===== config.mk =====
export PLATFORM = sky130hd
export DESIGN_NAME = prio_thresh_arbiter
export DESIGN_NICKNAME = d
export VERILOG_FILES = /design/src/rtl/prio_arb_pkg.sv /design/src/rtl/prio_arb_node.sv /design/src/rtl/prio_arb_tree.sv /design/src/rtl/prio_arb_notify.sv /design/src/rtl/prio_thresh_arbiter.sv
export SDC_FILE = /design/constraint.sdc
export NUM_CORES = 1
export LEC_CHECK = 0
export ABC_AREA = 1
export BUFFER_PORTS_ARGS = -buffer_cell sky130_fd_sc_hd__buf_2
export CAP_MARGIN = 10
export CORE_MARGIN = 3
export CORE_UTILIZATION = 40
export CTS_CLUSTER_DIAMETER = 60
export DETAILED_ROUTE_END_ITERATION = 16
export PLACE_DENSITY = 0.68
export REMOVE_ABC_BUFFERS = 1
export SLEW_MARGIN = 5
export SYNTH_ARGS = -nofsm -noshare
export SYNTH_HDL_FRONTEND = slang
export SYNTH_SLANG_ARGS = --single-unit
export TNS_END_PERCENT = 30

===== constraint.sdc =====
create_clock -name clk_i -period 1.5 [get_ports clk_i]
set_clock_uncertainty 0.2 [all_clocks]
set_input_delay 0.15 -clock clk_i [delete_from_list [all_inputs] [get_ports clk_i]]
set_output_delay 0.15 -clock clk_i [all_outputs]
set_load 0.005 [all_outputs]

===== src/rtl/prio_arb_pkg.sv =====
package prio_arb_pkg;

    localparam int unsigned DEF_NSRC = 32;
    localparam int unsigned DEF_PW   = 3;

    // Width of a source ID for a given number of sources (at least 1 bit).
    function automatic int unsigned id_width(input int unsigned nsrc);
        return (nsrc < 2) ? 1 : $clog2(nsrc);
    endfunction

endpackage


===== src/rtl/prio_arb_node.sv =====
// One compare-select step: the lower-ID operand (left) keeps the slot
// unless the right operand is valid with a strictly larger priority.
module prio_arb_node #(
    parameter int unsigned PW  = 3,
    parameter int unsigned IDW = 5
) (
    input  logic           l_vld,
    input  logic [PW-1:0]  l_prio,
    input  logic [IDW-1:0] l_id,
    input  logic           r_vld,
    input  logic [PW-1:0]  r_prio,
    input  logic [IDW-1:0] r_id,
    output logic           o_vld,
    output logic [PW-1:0]  o_prio,
    output logic [IDW-1:0] o_id
);

    logic take_right;

    always_comb begin
        take_right = r_vld && (!l_vld || (r_prio > l_prio));
        o_vld      = l_vld || r_vld;
        o_prio     = take_right ? r_prio : l_prio;
        o_id       = take_right ? r_id   : l_id;
    end

endmodule


===== src/rtl/prio_arb_tree.sv =====
// Balanced search tree stored heap-style: node k has children 2k and 2k+1,
// leaves occupy LEAVES .. 2*LEAVES-1 in ID order, the root is node 1.
module prio_arb_tree #(
    parameter int unsigned NSRC = 32,
    parameter int unsigned PW   = 3,
    parameter int unsigned IDW  = 5
) (
    input  logic [NSRC-1:0]    pend,
    input  logic [NSRC-1:0]    en,
    input  logic [NSRC*PW-1:0] prio,
    output logic               root_vld,
    output logic [PW-1:0]      root_prio,
    output logic [IDW-1:0]     root_id
);

    localparam int unsigned LEAVES = 1 << IDW;
    localparam int unsigned NODES  = 2 * LEAVES;

    logic           vld_w  [1:NODES-1];
    logic [PW-1:0]  prio_w [1:NODES-1];
    logic [IDW-1:0] id_w   [1:NODES-1];

    for (genvar i = 0; i < LEAVES; i++) begin : g_leaf
        if (i < NSRC) begin : g_real
            // ID 0 is reserved and never competes.
            assign vld_w[LEAVES+i]  = (i != 0) && pend[i] && en[i];
            assign prio_w[LEAVES+i] = prio[i*PW +: PW];
        end else begin : g_pad
            assign vld_w[LEAVES+i]  = 1'b0;
            assign prio_w[LEAVES+i] = '0;
        end
        assign id_w[LEAVES+i] = IDW'(i);
    end

    for (genvar k = 1; k < LEAVES; k++) begin : g_node
        prio_arb_node #(
            .PW  (PW),
            .IDW (IDW)
        ) i_node (
            .l_vld  (vld_w[2*k]),
            .l_prio (prio_w[2*k]),
            .l_id   (id_w[2*k]),
            .r_vld  (vld_w[2*k+1]),
            .r_prio (prio_w[2*k+1]),
            .r_id   (id_w[2*k+1]),
            .o_vld  (vld_w[k]),
            .o_prio (prio_w[k]),
            .o_id   (id_w[k])
        );
    end

    assign root_vld  = vld_w[1];
    assign root_prio = prio_w[1];
    assign root_id   = id_w[1];

endmodule


===== src/rtl/prio_arb_notify.sv =====
// Request decision: strict greater-than against the target threshold.
module prio_arb_notify #(
    parameter int unsigned PW = 3
) (
    input  logic          win_vld,
    input  logic [PW-1:0] win_prio,
    input  logic [PW-1:0] thresh,
    output logic          req
);

    always_comb begin
        req = win_vld && (win_prio > thresh);
    end

endmodule


===== src/rtl/prio_thresh_arbiter.sv =====
module prio_thresh_arbiter
    import prio_arb_pkg::*;
#(
    parameter int unsigned NSRC    = DEF_NSRC,
    parameter int unsigned PW      = DEF_PW,
    parameter bit          OUT_REG = 1'b1,
    localparam int unsigned IDW    = id_width(NSRC)
) (
    input  logic               clk_i,
    input  logic               rst_ni,
    input  logic [NSRC-1:0]    pend_i,
    input  logic [NSRC-1:0]    en_i,
    input  logic [NSRC*PW-1:0] prio_i,
    input  logic [PW-1:0]      thresh_i,
    output logic [IDW-1:0]     claim_id_o,
    output logic               irq_o
);

    localparam logic [PW-1:0] MAXP = '1;

    typedef struct packed {
        logic [IDW-1:0] id;
        logic           irq;
    } arb_out_t;

    logic           root_vld;
    logic [PW-1:0]  root_prio;
    logic [IDW-1:0] root_id;
    logic           notify;

    arb_out_t out_d, out_q;

    prio_arb_tree #(
        .NSRC (NSRC),
        .PW   (PW),
        .IDW  (IDW)
    ) i_tree (
        .pend      (pend_i),
        .en        (en_i),
        .prio      (prio_i),
        .root_vld  (root_vld),
        .root_prio (root_prio),
        .root_id   (root_id)
    );

    prio_arb_notify #(
        .PW (PW)
    ) i_notify (
        .win_vld  (root_vld),
        .win_prio (root_prio),
        .thresh   (thresh_i),
        .req      (notify)
    );

    always_comb begin
        out_d     = '0;
        out_d.id  = root_vld ? root_id : '0;
        out_d.irq = notify;
    end

    if (OUT_REG) begin : g_reg
        always_ff @(posedge clk_i or negedge rst_ni) begin
            if (!rst_ni) out_q <= '0;
            else         out_q <= out_d;
        end

        // Checker state: which sources were live at the last sampling edge.
        logic [NSRC-1:0] live_q;
        always_ff @(posedge clk_i or negedge rst_ni) begin
            if (!rst_ni) live_q <= '0;
            else         live_q <= pend_i & en_i & ~NSRC'(1);
        end


        winner_live_chk: assert property (@(posedge clk_i) disable iff (!rst_ni)
            (claim_id_o != '0) |-> live_q[claim_id_o]);


        empty_id_zero_chk: assert property (@(posedge clk_i) disable iff (!rst_ni)
            ((pend_i & en_i & ~NSRC'(1)) == '0) |=> (claim_id_o == '0 && !irq_o));


        max_thresh_quiet_chk: assert property (@(posedge clk_i) disable iff (!rst_ni)
            (thresh_i == MAXP) |=> !irq_o);


        irq_has_id_chk: assert property (@(posedge clk_i) disable iff (!rst_ni)
            irq_o |-> (claim_id_o != '0));
    end else begin : g_comb
        assign out_q = out_d;
    end

    assign claim_id_o = out_q.id;
    assign irq_o      = out_q.irq;

endmodule


Yosys cells after proc, flatten, opt, wreduce, memory -nomap -nowiden
Cells that the tools add are included.

word-level totals
  register bits = 6
  bits of input ports = 165
  output and inout port bits = 6
  word-level logic and storage cells = 248

operators by class
  order comparisons = 31
  muxes and demuxes = 63
  reduce and logical (&&, ||, !) cells = 152

operators by type and width
  cell                           count
  3-bit greater-than comparator  31
  3-bit 2-to-1 mux               31
  5-bit 2-to-1 mux               16
  1-bit logical AND              62
  1-bit logical OR               60
  1-bit zero test                30
  1-bit 2-to-1 mux               16

Logic depth before layout (Yosys ltp)
  word-level depth = 23
  depth in mapped cells = 57
  mapped depth without buffers = 57

Hierarchy
From an unflattened synthesis, not the netlist that was laid out.

unflattened totals
  cell total of the unflattened synthesis = 1335
  area, all modules = 7263.2 um2

by module, submodules not included
  module               times used  cells an instance  area each (um2)  seq. area each (um2)
  prio_arb_node        31          40                 217.7            0.0
  prio_arb_tree        1           64                 240.2            0.0
  prio_thresh_arbiter  1           16                 187.7            150.1
  prio_arb_notify      1           15                 86.3             0.0

Worst setup path after synthesis
OpenSTA, ideal clock, no wires.

  path type = input port to flip-flop
  start = in prio_i[92]
  end = reg out_q, in the netlist irq_o
  setup time = 0.104 ns
  data arrival time = 6.215 ns
  data required time = 1.196 ns
  path slack = -5.019 ns
  stages = 49
  path buffers = 1
  cell sequence = inv_1 > ha_1 > a21oi_1 > o21ai_1 > a21oi_1 > or2_1 > clkbuf_1 > nor2_1 > a21oi_1 > ha_1 > a21oi_1 > o21ai_0 > nand2_1 > nand2_1 > nand2_1 > inv_1 > nand2_1 > o21ai_1 > [13 not listed] > nand2_2 > inv_1 > nand3_1 > and2_1 > ha_1 > nand2_1 > nor2_1 > a211oi_1 > inv_1 > a21oi_2 > nor2_8 > inv_2 > nand3_1 > nand2_1 > ha_1 > nand2_1 > inv_1 > a221oi_1

between the ends
  cells in the longest elaborated chain, start to end = 22

ends and longest elaborated chain
  what                               line                       RTL
  from (decl)                        prio_thresh_arbiter.sv:13  input logic [NSRC*PW-1:0] prio_i,
  3-bit greater-than comparator      prio_arb_node.sv:21        take_right = r_vld && (!l_vld || (r_prio > l_prio));
  1-bit logical OR                   prio_arb_node.sv:21
  1-bit logical AND                  prio_arb_node.sv:21
  3-bit 2-to-1 mux (*)               prio_arb_node.sv:23        o_prio = take_right ? r_prio : l_prio;
  3-bit greater-than comparator      prio_arb_node.sv:21
  1-bit logical OR                   prio_arb_node.sv:21
  1-bit logical AND                  prio_arb_node.sv:21
  3-bit 2-to-1 mux (*)               prio_arb_node.sv:23
  [7 not listed]                     n/a
  3-bit 2-to-1 mux (*)               prio_arb_node.sv:23
  3-bit greater-than comparator      prio_arb_node.sv:21
  1-bit logical OR                   prio_arb_node.sv:21
  1-bit logical AND                  prio_arb_node.sv:21
  3-bit 2-to-1 mux (*)               prio_arb_node.sv:23
  3-bit greater-than comparator (*)  prio_arb_notify.sv:12      req = win_vld && (win_prio > thresh);
  1-bit logical AND (*)              prio_arb_notify.sv:12
  via i_notify.req                   prio_arb_notify.sv:8       output logic req
  to (signal assigned)               prio_thresh_arbiter.sv:64  else out_q <= out_d;
  to (decl)                          prio_thresh_arbiter.sv:31  arb_out_t out_d, out_q;

Mark *: on every way through the listed nets, which the timed path passes. The rest lies on a longest branch.

Final worst setup path
  start = in prio_i[80]
  end = reg out_q, in the netlist irq_o

The elaborated chain is that of the path after synthesis.

==> summary.md <==
| Metric | Value |
|---|---|
| Crit-path max cell delay | `about 0.3 ns` |
| DIE AREA | `between 10000 and 15000 sq um` |
| Rows | `37` |
| Max FO, Critical Path | `5` |
| Violated checks | `negative setup slack` |
| EDFF count, synth | `0` |
| Setup Viol. Count Final | `6` |
| Wire length per cell | `16.3 microns` |
| Vias | `7249` |
| Worst relative slew slack | `70.5%` |
| Critical path's top delay family | `simple AND/OR/NAND/NOR gates` |
| Nets | `around 1500` |
| Share of layout cells above drive strength 1 | `57.8%` |
| First-pass GRT wire length | `around 27000 microns` |
| Final RePlAce weighted congestion | `0.847` |
| Die Width | `roughly 110 microns` |
| Worst setup EP type | `register` |
| Starting density of the core | `41.7%` |
| RSZ-0062 raised after global routing | `yes` |
| Setup ws final | `-5.42 ns` |
| Post-route ant nets | `0` |
| Drt initial violations | `555` |
| Inst Count DP | `1290` |
| Worst setup path class | `in -> reg` |
| Post-synthesis sequential area ratio | `roughly 3.4%` |
| Ys async rst share | `100%` |
| CP max-delay cell | `ha_4` |
| Pwr/cell area | `1320 nW/um^2` |
| P&R area growth vs syn | `99.3%` |
| Total CTS buffers | `3` |
| Crit path buf inv count | `9` |
| Num Clock Sinks | `6` |
| Initial antenna violation count | `1` |
| Hold crit path type | `in -> async` |
| CTS tree | `yes` |
| Detailed placement HPWL | `roughly 12000 microns` |
| Maximum number of pins on one net before global-route repair | `8` |
| FF+latch count, synth | `6` |
| Total chip power | `0.0115 W` |
| Vias in the first global route | `6335` |
| Bufs on Longest Clock Path | `2` |
| Peak supply drop | `1000 uV` |
| Hold Slack | `0.104 ns` |
| Drt first pass iters | `5` |
| Synth Area per Inst | `~5.9 sq um` |
| Max-cap viol count | `0` |
| CP startpoint kind | `input port` |
| Warnings, synthesis | `0` |
| Die H | `approximately 110 microns` |
| Syn Std Cell Area | `between 4000 and 5000 sq um` |
| P_leak | `4.86 nW` |
| CTS root buf | `clkbuf_8` |
| Max Freq | `145 MHz` |
| Worst path required time | `1.40 ns` |
| Total GRT Usage | `24.3%` |
| Worst-Margin Slew | `0.437 ns` |
| H-tree depth | `1` |
| Status | `complete, but fails checks` |
| Fin cells | `1348` |
| DRC Markers | `0` |
| Number of fillers in the final layout | `roughly 660` |
| Total grt overflow | `0` |
| Port Buffers | `~170` |
| Netlist cell types | `39` |
| Min cycle time layout | `6.92 ns` |
| Fin crit share | `461%` |
| Core area | `10500 sq um` |
| Critical path data arrival time | `slightly below 7 ns` |
| Final core occ | `83.1%` |
| Final slew viol count | `0` |
| Synth Instances | `740` |
| Io pins | `171` |
| Total wire length | `22000 microns` |
| Final Hold Vio Count | `0` |
| Ys flop type | `dfrtp_1` |
| Reg clk slew, reported paths | `0.05 ns` |
| Drt via density | `5.38` |
==> layout by cell type, fill, tap and decap left out, types with 4 or more instances in the layout <==
cell type,netlist,routed
nor2_1,24,19
o21ai_2,6,25
nand2_1,207,182
ha_1,85,54
nand3b_1,7,7
a21oi_4,0,4
inv_1,104,87
and2_4,0,4
o21ai_4,0,6
o21ai_1,27,36
ha_4,0,31
dfrtp_1,6,6
a21oi_2,3,19
a22o_1,5,5
nand2_2,27,45
nand2_4,7,14
buf_2,1,166
nand3_2,11,26
buf_4,0,293
buf_6,0,8
inv_2,9,22
nor2_2,2,5
a21oi_1,51,31
nand3_1,75,55
o21ai_0,45,11
nand3_4,2,7
==> synth_stat cells, types with 2 or more instances <==
library cell,n,share of area (%)
o21ai_0,45,5.2
a31o_2,2,0.40
nor2_1,24,2.1
nand2_2,27,3.9
ha_1,85,24
clkbuf_1,2,0.17
a211oi_1,2,0.34
and2_1,7,1.0
nand2_1,207,18
dfrtp_1,6,3.4
or2_1,4,0.57
o21a_1,2,0.34
nand3_1,75,8.6
mux2i_1,3,0.69
nand3b_1,7,1.2
nor2_2,2,0.29
nand3_2,11,2.5
nand3_4,2,0.80
a21oi_1,51,5.9
a21oi_2,3,0.60
o21ai_1,27,3.1
inv_2,9,0.77
o21ai_2,6,1.2
nand2_4,7,1.8
a22o_1,5,1.0
o211ai_1,3,0.52
inv_1,104,8.9
==> stage by stage <==
| stage | setup WS [ns] | setup TNS (ns) | instance area, sq um |
|---|---|---|---|
| CTS | -4.65 | -25.69 | 7940 |
| detailed placement | -5.43 | -29.90 | 7250 |
| floorplan | -5.00 | -26.91 | 4350 |
| global placement | -5.20 | -28.87 | 7250 |
| finish | -5.42 | -29.55 | 8690 |
| global route | -5.62 | -30.53 | 8690 |
==> cells by family (layout without fill, tap and decap cells) <==
logic type / after synthesis / count (layout) / share of synthesized area (%)
adder cells (fa/ha/maj): 85 / 85 / 24.4
flip-flops: 6 / 6 / 3.44
buffers and inverters: 116 / 587 / 10.0
multiplexers: 4 / 4 / 0.947
AND/OR/NAND/NOR: 380 / 380 / 42.1
AO/OA/AOI/OAI: 149 / 149 / 19.2
other: 0 / 1 / 0
==> sequential cells by signal, summed over array words and instances, names as in the netlist <==
| signal | cells |
|---|---|
| claim_id_o | 5 |
| irq_o | 1 |
==> report_power, final <==
group / switching, W / leakage [nW] / internal [W]
Combinational: 0.00579 / 4.77 / 0.00513
Clock: 0.0000898 / 0.0216 / 0.000174
Sequential: 0.0000439 / 0.0716 / 0.000288
==> area by class of cell <==
cell class	count	area, sq um	area share (%)
flip-flops and latches	6	150	1.73
diodes	1	2.50	0.0288
multi-input cells	618	4700	54.1
clock buffers	3	41.3	0.475
well taps	136	170	1.96
repair buffers	471	3190	36.7
inverters	113	437	5.02
==> how the worst max path moves through the flow <==
stage / start / endpoint / slack (ns) / cells after the start
floorplan: prio_i[80] / irq_o / -5.00 / 49
global placement: prio_i[38] / irq_o / -5.20 / 47
detailed placement: prio_i[38] / irq_o / -5.43 / 47
CTS: prio_i[56] / irq_o / -4.65 / 56
global route: prio_i[80] / irq_o / -5.62 / 51
finish: prio_i[80] / irq_o / -5.42 / 51
==> metal layers <==
layer  vias to the layer above  wire [microns]  share of wire [%]  track usage, %
met1                      3257            7760                 35            27.3
met5                         -               0                  0               0
met4                         0            1640                7.5            9.20
met3                       146            1760                8.0            2.58
met2                       422           10800                 49            46.5
li1                       3424               -                  -               -
==> timing repair <==
item,4_1_cts,5_1_grt
endpoints found under the hold margin,6,0
resized for setup,84,147
setup buffers,40,16
hold buffers,1,0
pin swaps,36,77
cloned,0,0
setup endpoints to repair,6,6
Power figures use the tool's default switching activity.
